[src/rtl/srt_pkg.sv]
package srt_pkg;
    localparam int REG_W    = 16;
    localparam int SEL_LSB  = 8;
    localparam int SEL_W    = 7;
    localparam int EN_BIT   = 4;
    localparam int PORT_LSB = 0;
    localparam int PSEL_W   = 2;

    typedef logic [PSEL_W-1:0] psel_t;

    typedef struct packed {
        logic  en;
        psel_t port;
    } route_t;
endpackage

[src/rtl/srt_cfg_table.sv]
module srt_cfg_table
    import srt_pkg::*;
#(
    parameter int NUM_SIG = 20
) (
    input  logic                        clk,
    input  logic                        rst_n,
    input  logic                        wr_en,
    input  logic [1:0]                  wr_be,
    input  logic [REG_W-1:0]            wr_data,
    output logic [NUM_SIG-1:0]          en_vec,
    output logic [NUM_SIG*PSEL_W-1:0]   port_vec,
    output logic [REG_W-1:0]            rd_data
);
    logic [SEL_W-1:0] wr_sel;
    logic             wr_full;
    logic             wr_in_range;
    logic             accept;
    route_t           wr_route;
    route_t           last_route_q;
    logic [SEL_W-1:0] last_sel_q;

    assign wr_sel        = wr_data[SEL_LSB +: SEL_W];
    assign wr_route.en   = wr_data[EN_BIT];
    assign wr_route.port = wr_data[PORT_LSB +: PSEL_W];
    assign wr_full       = (wr_be == 2'b11);
    assign wr_in_range   = (32'(wr_sel) < NUM_SIG);
    assign accept        = wr_en && wr_full && wr_in_range;

    for (genvar i = 0; i < NUM_SIG; i++) begin : g_entry
        route_t entry_q;
        always_ff @(posedge clk or negedge rst_n) begin
            if (!rst_n) begin
                entry_q <= '0;
            end else if (accept && (wr_sel == SEL_W'(i))) begin
                entry_q <= wr_route;
            end
        end
        assign en_vec[i]                     = entry_q.en;
        assign port_vec[i*PSEL_W +: PSEL_W]  = entry_q.port;
    end

    always_ff @(posedge clk or negedge rst_n) begin
        if (!rst_n) begin
            last_sel_q   <= '0;
            last_route_q <= '0;
        end else if (accept) begin
            last_sel_q   <= wr_sel;
            last_route_q <= wr_route;
        end
    end

    always_comb begin
        rd_data                          = '0;
        rd_data[SEL_LSB +: SEL_W]        = last_sel_q;
        rd_data[EN_BIT]                  = last_route_q.en;
        rd_data[PORT_LSB +: PSEL_W]      = last_route_q.port;
    end
endmodule

[src/rtl/srt_port_mux.sv]
module srt_port_mux
    import srt_pkg::*;
#(
    parameter int NUM_SIG   = 20,
    parameter int NUM_PORTS = 4,
    parameter int CHB_BASE  = 10
) (
    input  logic                        clk,
    input  logic                        rst_n,
    input  logic                        single_chan,
    input  logic [NUM_SIG-1:0]          strobe_in,
    input  logic [NUM_SIG-1:0]          en_vec,
    input  logic [NUM_SIG*PSEL_W-1:0]   port_vec,
    output logic [NUM_PORTS-1:0]        strobe_out
);
    logic [NUM_SIG-1:0]   live;
    logic [NUM_PORTS-1:0] port_d;

    for (genvar i = 0; i < NUM_SIG; i++) begin : g_live
        if (i >= CHB_BASE) begin : g_chb
            assign live[i] = strobe_in[i] & en_vec[i] & ~single_chan;
        end else begin : g_cha
            assign live[i] = strobe_in[i] & en_vec[i];
        end
    end

    for (genvar p = 0; p < NUM_PORTS; p++) begin : g_port
        always_comb begin
            port_d[p] = 1'b0;
            for (int i = 0; i < NUM_SIG; i++) begin
                if (port_vec[i*PSEL_W +: PSEL_W] == PSEL_W'(p)) begin
                    port_d[p] = port_d[p] | live[i];
                end
            end
        end
    end

    always_ff @(posedge clk or negedge rst_n) begin
        if (!rst_n) begin
            strobe_out <= '0;
        end else begin
            strobe_out <= port_d;
        end
    end
endmodule

[src/rtl/strobe_port_router.sv]
module strobe_port_router
    import srt_pkg::*;
#(
    parameter int NUM_SIG   = 20,
    parameter int NUM_PORTS = 4,
    parameter int CHB_BASE  = 10
) (
    input  logic                 clk,
    input  logic                 rst_n,
    input  logic                 wr_en,
    input  logic [1:0]           wr_be,
    input  logic [15:0]          wr_data,
    output logic [15:0]          rd_data,
    input  logic                 single_chan,
    input  logic [NUM_SIG-1:0]   strobe_in,
    output logic [NUM_PORTS-1:0] strobe_out
);
    logic [NUM_SIG-1:0]        en_vec;
    logic [NUM_SIG*PSEL_W-1:0] port_vec;

    srt_cfg_table #(
        .NUM_SIG (NUM_SIG)
    ) i_cfg (
        .clk      (clk),
        .rst_n    (rst_n),
        .wr_en    (wr_en),
        .wr_be    (wr_be),
        .wr_data  (wr_data),
        .en_vec   (en_vec),
        .port_vec (port_vec),
        .rd_data  (rd_data)
    );

    srt_port_mux #(
        .NUM_SIG   (NUM_SIG),
        .NUM_PORTS (NUM_PORTS),
        .CHB_BASE  (CHB_BASE)
    ) i_mux (
        .clk         (clk),
        .rst_n       (rst_n),
        .single_chan (single_chan),
        .strobe_in   (strobe_in),
        .en_vec      (en_vec),
        .port_vec    (port_vec),
        .strobe_out  (strobe_out)
    );
endmodule

[config.mk]
export PLATFORM = sky130hd
export DESIGN_NAME = strobe_port_router
export DESIGN_NICKNAME = d
export VERILOG_FILES = /design/src/rtl/srt_pkg.sv /design/src/rtl/srt_cfg_table.sv /design/src/rtl/srt_port_mux.sv /design/src/rtl/strobe_port_router.sv
export SDC_FILE = /design/constraint.sdc
export NUM_CORES = 1
export LEC_CHECK = 0
export ABC_AREA = 1
export BUFFER_PORTS_ARGS = -buffer_cell sky130_fd_sc_hd__buf_2
export CORE_AREA = 2 2 87 89
export CTS_BUF_LIST = sky130_fd_sc_hd__clkbuf_16
export CTS_CLUSTER_SIZE = 14
export DETAILED_ROUTE_END_ITERATION = 7
export DIE_AREA = 0 0 89 91
export PLACE_DENSITY_LB_ADDON = 0.3
export SLEW_MARGIN = 20
export SYNTH_ARGS = -nofsm -noshare
export SYNTH_HDL_FRONTEND = slang
export SYNTH_HIERARCHICAL = 1
export SYNTH_SLANG_ARGS = --single-unit
export TNS_END_PERCENT = 50
[constraint.sdc]
create_clock -name clk -period 1.6 [get_ports clk]
set_input_delay 0.24 -clock clk [delete_from_list [all_inputs] [get_ports clk]]
set_output_delay 0.24 -clock clk [all_outputs]
set_load 0.03 [all_outputs]
After elaboration in Yosys (flattened, before gate mapping)
Index checks and enable logic that the tools add are counted.
{"block": "classes", "n_reduce_logical": 43, "muxes": 80, "n_lt_le_gt_ge": 1, "bitwise_logic": 107, "eq_ne": 80}
{"operator": "== test 2 bit (second input constant)", "count": 41}
{"operator": "two-way mux 1 bit", "count": 80}
{"operator": "OR 1 bit", "count": 76}
{"operator": "== test 7 x 4 -> 1 bit (second input constant)", "count": 8}
{"operator": "== test 2 x 1 -> 1 bit (second input constant)", "count": 20}
{"operator": "logical NOT 2 bit", "count": 20}
{"operator": "AND 1 bit", "count": 30}
{"operator": "== test 7 x 3 -> 1 bit (second input constant)", "count": 4}
{"operator": "== test 7 x 5 -> 1 bit (second input constant)", "count": 4}
{"operator": "logical AND 1 bit", "count": 22}
{"operator": "== test 7 x 2 -> 1 bit (second input constant)", "count": 2}
{"operator": "== test 7 x 1 -> 1 bit (second input constant)", "count": 1}
{"operator": "logical NOT 7 bit", "count": 1}
{"operator": "less-than comparator 7 x 5 -> 1 bit (second input constant)", "count": 1}
{"operator": "inverter 1 bit", "count": 1}
{"block": "totals", "word_cells": 355, "inputBits": 42, "ff_bits": 74, "out_inout_bits": 20}

Depth between registers and ports, before layout
Gate-level depths: netlist (run 1).
{"block": "logic_depth", "depth_word": 40, "ltp_mapped": 8}

Hierarchy
The synthesis (run 1) kept the hierarchy.
{"module": "srt_cfg_table", "area_per_inst_um2": 3126.7, "cells_each": 379, "instances": 1, "seq_area_each_um2": 1751.7}
{"module": "srt_port_mux", "area_per_inst_um2": 1219.9, "cells_each": 260, "instances": 1, "seq_area_each_um2": 100.1}

Least setup slack after synthesis (run 1)
OpenSTA, ideal clock, no wires.
{"block": "synth_timing", "kind": "in2reg", "startpoint": "input wr_data[13]", "endpoint": "register i_cfg.g_entry[15].entry_q, in the netlist i_cfg/port_vec[30]", "setup_time_ns": 0.117, "setup_slack_ns": 0.483, "cell_stages": 7, "arrival_ns": 1.001, "path_cell_list": "nor2_2 > nand2_2 > buf_6 > nor2_2 > nand2_1 > nand2_1 > nand2_1"}
{"block": "synth_between", "elab_chain_len": 3}
{"element": "start, declared", "line": "strobe_port_router.sv:12", "rtl": "input logic [15:0] wr_data,"}
{"element": "less-than comparator 7 x 5 -> 1 bit", "line": "srt_cfg_table.sv:27", "rtl": "assign wr_in_range = (32'(wr_sel) < NUM_SIG);"}
{"element": "logical AND 1 bit", "line": "srt_cfg_table.sv:28", "rtl": "assign accept = wr_en && wr_full && wr_in_range;"}
{"element": "logical AND 1 bit *", "line": "srt_cfg_table.sv:35", "rtl": "end else if (accept && (wr_sel == SEL_W'(i))) begin"}
{"element": "end signal, assigned", "line": "srt_cfg_table.sv:36", "rtl": "entry_q <= wr_route;"}
{"element": "end, declared", "line": "srt_cfg_table.sv:31", "rtl": "route_t entry_q;"}
Mark *: on every way between the ends. The rest lies on a longest branch, timed or not.
A chain may end at the register's enable or synchronous reset.

Final worst setup path (run 1)
{"block": "layout_timing", "startpoint": "register i_cfg.g_entry[1].entry_q, in the netlist i_cfg/port_vec[2]", "endpoint": "register i_mux.strobe_out[0]"}
{"block": "layout_between", "elab_chain_len": 38}
{"element": "start, declared", "line": "srt_cfg_table.sv:31"}
{"element": "start signal, assigned", "line": "srt_cfg_table.sv:36"}
{"element": "logical NOT 2 bit *", "line": "srt_port_mux.sv:31", "rtl": "if (port_vec[i*PSEL_W +: PSEL_W] == PSEL_W'(p)) begin"}
{"element": "two-way mux 1 bit *", "line": "srt_port_mux.sv:31"}
{"element": "OR 1 bit", "line": "srt_port_mux.sv:32", "rtl": "port_d[p] = port_d[p] | live[i];"}
{"element": "two-way mux 1 bit *", "line": "srt_port_mux.sv:31"}
{"element": "OR 1 bit", "line": "srt_port_mux.sv:32"}
{"element": "two-way mux 1 bit *", "line": "srt_port_mux.sv:31"}
{"element": "OR 1 bit", "line": "srt_port_mux.sv:32"}
{"element": "two-way mux 1 bit *", "line": "srt_port_mux.sv:31"}
{"element": "[23 not listed]"}
{"element": "two-way mux 1 bit *", "line": "srt_port_mux.sv:31"}
{"element": "OR 1 bit", "line": "srt_port_mux.sv:32"}
{"element": "two-way mux 1 bit *", "line": "srt_port_mux.sv:31"}
{"element": "OR 1 bit", "line": "srt_port_mux.sv:32"}
{"element": "two-way mux 1 bit *", "line": "srt_port_mux.sv:31"}
{"element": "OR 1 bit", "line": "srt_port_mux.sv:32"}
{"element": "two-way mux 1 bit *", "line": "srt_port_mux.sv:31"}
{"element": "via i_mux.port_d[0]", "line": "srt_port_mux.sv:17", "rtl": "logic [NUM_PORTS-1:0] port_d;"}
{"element": "end signal, assigned", "line": "srt_port_mux.sv:42", "rtl": "strobe_out <= port_d;"}
{"element": "end, declared", "line": "srt_port_mux.sv:14", "rtl": "output logic [NUM_PORTS-1:0] strobe_out"}
The timed path passes the listed nets; every way through them passes the cells marked *.

==> out/qor.yml, run 1 <==
pwr_density_cell_mw_per_mm2: 896
die_area_sq_mm: 0.00810
worstMarginPinSlew_ns: 0.560
power_mw: 4.43
r2r_start: "i_cfg/port_vec[2]"
fillers: 602
p_leak_nw: 2.64
via_per_inst: 5.29
vias: 4182
hold_start: "wr_data[11]"
final_nets: 729
dp_hpwl_um: 7370
crit_fanout: 4
hold_viol: 0
multi_input_area_sq_mm: 0.00211
post-route-min-period_ns: 1.31
start_kind: "flop"
place.gp.congestion: 0.879
hold_path.class: "input port to flop"
yosysWarnings: 6
min_path_cells: 3
cp_cell_sequence: "or2_2 -> o21ai_0 -> nor2_1 -> nand2_1 -> nor2_1 -> nand2_1"
grt_pass1_vias: 3724
overflow: 0
top_level_ports: 62
cts-root-buf: "clkbuf_16"
critPathRequiredTime_ns: 1.86
irDropWorstVdd_v: 0.000774
synth_seq_cells: 74
seq_area_sq_mm: 0.00185
reg2reg_depth: 6
syn-instance-count: 639
dr.pass1.iters: 5
critPathKind: "flop to flop"
synth_cell_types: 23
clk_latency_ns: 0.33
synth.avg_cell_area_sq_um: 6.80
r2r_slack_ns: 0.29
slowest_delay_ns: 0.40
die_w_um: 89
grt.total_usage: 0.276
maxSlewHeadroom: 0.627
path_buf_inv: 0
antenna_found_initial: 0
cap_violations: 0
fin_skew_ns: 0.00310
tns_ns: 0
rsz0062_at_grt: "no"
crit_family: "simple AND/OR/NAND/NOR gates"
numCtsBuffers: 9
synthesis.area_sq_mm: 0.00435
port_buffers: 49
cts_setup_buffers: 0
yosysSeqAreaShare: 0.426
path_clk_slew_ns: 0.06
maxSlewViolCount: 0
core_sq_mm: 0.00714
syn_to_final_growth_pct: 13.8
drc: 0
fmax_ghz: 0.762
start_util: 0.609
cts_tree: "built"
htreeDepth: 3
crit_path_top_delay_cell: "dfrtp_1"
die_y_um: 91
status: "finished clean"
ant_nets: 0
timing.rr.end: "i_mux/strobe_out[0]"
holdPathEnd: "i_cfg/last_sel_q[3]"
antenna_cells: 0
worstPathArrival_ns: 1.57
grt_pass1_wl_um: 17200
wl_per_cell_um: 13.6
drtIter0Drc: 306
drive_gt1_frac: 0.139
routed_wirelength_um: 10700
floorplan.rows: 31
numClockSinks: 74
clk_path_buf_depth: 2
setup_viol: 0
crit_path_end_kind: "flop"
grt_max_degree: 86
finalCritPeriodShare: 0.820
[worst register-to-register path, stage by stage (launching register included)]
cell     delay [ns]
dfrtp_1        0.40
or2_2          0.30
o21ai_0        0.27
nor2_1         0.07
nand2_1        0.08
nor2_1         0.04
nand2_1        0.08
[worst max-delay path by stage]
| stage | start | to | slack, ns | cells after the start |
|---|---|---|---|---|
| after floorplan | wr_data[13] | i_cfg/port_vec[30] | 0.48 | 7 |
| after global placement | wr_data[11] | i_cfg/port_vec[20] | 0.13 | 8 |
| after detailed placement | wr_data[13] | i_cfg/en_vec[13] | 0.09 | 8 |
| after CTS | i_cfg/port_vec[2] | i_mux/strobe_out[0] | 0.34 | 6 |
| after global routing | i_cfg/port_vec[3] | i_mux/strobe_out[0] | 0.20 | 6 |
| final | i_cfg/port_vec[2] | i_mux/strobe_out[0] | 0.29 | 6 |
[per-layer routing]
metal	share of wire	global-route usage	vias to the layer above	wire [um]
li1	-	-	2086	-
met3	0.061	0.0291	25	656
met1	0.45	0.397	1910	4850
met5	0	0	-	0
met2	0.46	0.423	161	4980
met4	0.023	0.117	0	246
[timing repair]
action | in CTS | in global routing
resized for setup | 0 | 0
hold endpoints to repair | 22 | 0
hold buffers | 1 | 0
[layout by cell type (no fill, tap or decap), drive strengths merged, types with 5 or more instances in the layout]
cell type,n
inv,60
nand4,7
clkbuf,9
o21ai,6
clkinvlp,5
nor2,94
dfrtp,74
buf,55
nand2,255
conb,6
nand3,110
[kinds of logic after synthesis]
| group | after synthesis | synth area share |
|---|---|---|
| and+or+nand+nor | 474 | 0.472 |
| buffers and inverters | 83 | 0.0930 |
| DFF | 74 | 0.426 |
| AOI/OAI and AO/OA | 7 | 0.00806 |
| other | 1 | 0.000863 |
[cell type report]
class,count,area share
Multi-Input combinational cell,487,0.426
Timing Repair Buffer,56,0.0688
Tap cell,99,0.0250
Sequential cell,74,0.374
Clock inverter,7,0.0144
Clock buffer,9,0.0455
Inverter,59,0.0458
[flip-flops by register name, indices dropped and copies added (netlist names)]
signal,count
i_cfg/en_vec,20
i_cfg/last_sel_q,7
i_cfg/port_vec,40
i_cfg/rd_data,3
i_mux/strobe_out,4
[through the flow]
stage / hold WS [ns] / setup slack [ns] / std cells / util / instance area (sq um)
after CTS: 0.231 / 0.339 / 791 / 0.693 / 4950
after global placement: 0.160 / 0.133 / 774 / 0.650 / 4640
after detailed placement: 0.164 / 0.0857 / 774 / 0.650 / 4640
final: 0.236 / 0.287 / 791 / 0.693 / 4950
after global routing: 0.277 / 0.203 / 791 / 0.693 / 4950
after floorplan: -0.0556 / 0.483 / 644 / - / 4370
[power breakdown]
group | switching, mW | internal, mW | total [mW]
Sequential | 0.0365 | 1.94 | 1.97
Clock | 0.796 | 1.20 | 2.00
Combinational | 0.344 | 0.123 | 0.467
[cell usage after synthesis, drive strengths merged]
library cell / number / share of area
o21ai: 6 / 0.0069
nor3: 4 / 0.0046
dfrtp: 74 / 0.43
nand3b: 2 / 0.0035
nand3: 110 / 0.13
nor2: 94 / 0.096
conb: 1 / 0.00086
nor4: 1 / 0.0014
a21oi: 1 / 0.0012
inv: 59 / 0.052
buf: 18 / 0.036
nand4: 7 / 0.010
nand2: 255 / 0.22
or2: 1 / 0.0014
clkbuf: 6 / 0.0052
Power figures use the tool's default switching activity.
==> run 2: changes to the inputs <==
CORE_AREA = 2 2 95 97   (was 2 2 87 89)
DIE_AREA = 0 0 97 99   (was 0 0 89 91)
clock period = 1.2 ns   (was 1.6 ns; I/O delays follow)
==> run 2 against run 1 <==
  * The flow now finishes with violations (negative setup slack)
  * Sequential share of layout area fell by 2.7 points
  * Combinational power rose by 48%
  * Wire length rose by 5.2%
  * Register-to-register slack got worse by 0.29 ns
  * Global-route usage fell by 3.1 points
  * Clock power rose by 41%
  * Sequential cell count did not move
  * Clock skew rose by 0.0019 ns
  * First-iteration DRC count rose by 1.3%
  * Sequential power rose by 34%
  * Cell count rose by 5.2%
  * Utilization fell by 6.9 points
==> out/qor.yml, run 2 (same netlist as run 1, synthesis figures left out) <==
final_common_cell: "nand2_1"  # unchanged
fin_skew_ns: 0.00499  # was 0.00310 ns
cts-root-buf: "clkbuf_16"  # unchanged
critPathKind: "flop to flop"  # unchanged
port_buffers: 49  # unchanged
pwr_density_cell_mw_per_mm2: 1150  # was 896 mW/mm^2
post-route-min-period_ns: 1.20  # was 1.31 ns
cp_cell_sequence: "inv_1 -> nor2_1 -> nand2_1 -> nand2_1 -> nor2_1 -> nand3_1 -> nor2_1 -> nand2_1"  # was or2_2 -> o21ai_0 -> nor2_1 -> nand2_1 -> nor2_1 -> nand2_1
crit_path_end_kind: "flop"  # unchanged
core_sq_mm: 0.00855  # was 0.00714 sq mm
rsz0062_at_grt: "yes"  # was no
numClockSinks: 74  # unchanged
path_buf_inv: 1  # was 0
setup_viol: 1  # was 0
die_w_um: 97  # was 89 um
largest_reg_flops: 40  # unchanged
place_area_sq_mm: 0.00495  # was 0.00464 sq mm
crit_family: "simple AND/OR/NAND/NOR gates"  # unchanged
top_level_ports: 62  # unchanged
hold_viol: 0  # unchanged
routed_wirelength_um: 11300  # was 10700 um
grt_pass1_wl_um: 18800  # was 17200 um
vias: 4314  # was 4182
dp_hpwl_um: 8050  # was 7370 um
grt_pass1_vias: 3993  # was 3724
start_util: 0.508  # was 0.609
floorplan.rows: 34  # was 31
grt.total_usage: 0.245  # was 0.276
cts_tree: "built"  # unchanged
maxSlewViolCount: 0  # unchanged
syn_to_final_growth_pct: 22.8  # was 13.8%
fin_ws_ns: -0.00288  # was 0.287 ns
dr.pass1.iters: 5  # unchanged
layout_common_cells: "nand2_1 (251), nand3_1 (104), dfrtp_1 (74)"  # was nand2_1 (254), nand3_1 (106), nor2_1 (75)
fmax_ghz: 0.831  # was 0.762 GHz
path_clk_slew_ns: 0.06  # about the same
start_kind: "flop"  # unchanged
power_mw: 6.14  # was 4.43 mW
drc: 0  # unchanged
cap_violations: 0  # unchanged
whs_ns: 0.170  # was 0.236 ns
clk_path_buf_depth: 2  # unchanged
crit_path_top_delay_cell: "dfrtp_1"  # unchanged
violations: "negative setup slack"
worstPathArrival_ns: 1.42  # was 1.57 ns
antenna_cells: 0  # unchanged
drive_gt1_frac: 0.199  # was 0.139
die_y_um: 99  # was 91 um
dp.cells: 813  # was 774
crit_fanout: 4  # unchanged
place.gp.congestion: 0.849  # was 0.879
layout.cells.non_filler: 832  # was 791
ant_nets: 0  # unchanged
grt_max_degree: 35  # was 86
final_area_sq_mm: 0.00534  # was 0.00495 sq mm
irDropWorstVdd_v: 0.000837  # was 0.000774 V
hold_path.class: "input port to flop"  # unchanged
slowest_delay_ns: 0.38  # was 0.40 ns
critPathRequiredTime_ns: 1.42  # was 1.86 ns
status: "finished with violations"  # was finished clean
antenna_found_initial: 0  # unchanged
finalCritPeriodShare: 1.00  # was 0.820
clk_latency_ns: 0.34  # was 0.33 ns
via_per_inst: 5.19  # was 5.29
overflow: 0  # unchanged
die_area_sq_mm: 0.00960  # was 0.00810 sq mm
numCtsBuffers: 9  # unchanged
p_leak_nw: 2.85  # was 2.64 nW
drtIter0Drc: 310  # was 306
htreeDepth: 3  # unchanged
final_nets: 762  # was 729
wl_per_cell_um: 13.6  # about the same
[run 2: path summary, 6_finish.rpt]
path / from / to / slack [ns] / cells past startpoint
max reg2reg: i_cfg/port_vec[16] / i_mux/strobe_out[1] / -0.003 / 8
min: wr_data[10] / i_cfg/last_sel_q[2] / 0.17 / 3
max in group asynchronous: rst_n / i_cfg/port_vec[10] / 0.50 / 3
max: i_cfg/port_vec[16] / i_mux/strobe_out[1] / -0.003 / 8
min in group asynchronous: rst_n / i_cfg/port_vec[37] / 0.26 / 2
min reg2reg: i_cfg/en_vec[15] / i_cfg/en_vec[15] / 0.47 / 2
[run 2: stage by stage]
stage	util	setup TNS [ns]	worst slack, ns
finish	0.624	-0.00288	-0.00288
global route	0.624	-0.193	-0.116
CTS	0.617	-0.00547	-0.00547
detailed placement	0.579	-7.87	-0.173
global placement	0.579	-5.52	-0.115
floorplan	-	0	0.143
[run 2: timing repair]
item	CTS	global route
buffers inserted	0	3
endpoints found under the hold margin	33	0
gates resized for setup	3	17
pin swaps	0	9
hold buffers	1	0
setup endpoints to repair	3	4
[run 2: layer usage]
metal / global-route usage / wire length (um)
met3: 0.0397 / 569
met2: 0.422 / 5580
met5: 0 / 0
met4: 0.0628 / 184
met1: 0.323 / 4960
[run 2: layout make-up]
type | instances | area (sq um)
Multi-Input combinational cell | 487 | 2150
Inverter | 59 | 229
Clock buffer | 9 | 225
Clock inverter | 6 | 82.6
Fill cell | 789 | 3210
Timing Repair Buffer | 89 | 667
Tap cell | 108 | 135
Sequential cell | 74 | 1850
[run 2: power by group]
| part | total, mW | leakage, nW | internal, mW | switching [mW] |
|---|---|---|---|---|
| registers | 2.63 | 1.02 | 2.58 | 0.0479 |
| logic | 0.691 | 1.69 | 0.222 | 0.469 |
| clock network | 2.82 | 0.143 | 1.79 | 1.03 |
| total | 6.14 | 2.85 | 4.59 | 1.55 |
[run 2: worst reg2reg max path, stage by stage, from the launching register on]
cell     delay [ns]
dfrtp_1        0.38
inv_1          0.13
nor2_1         0.06
nand2_1        0.05
nand2_1        0.05
nor2_1         0.12
nand3_1        0.12
nor2_1         0.10
nand2_1        0.08
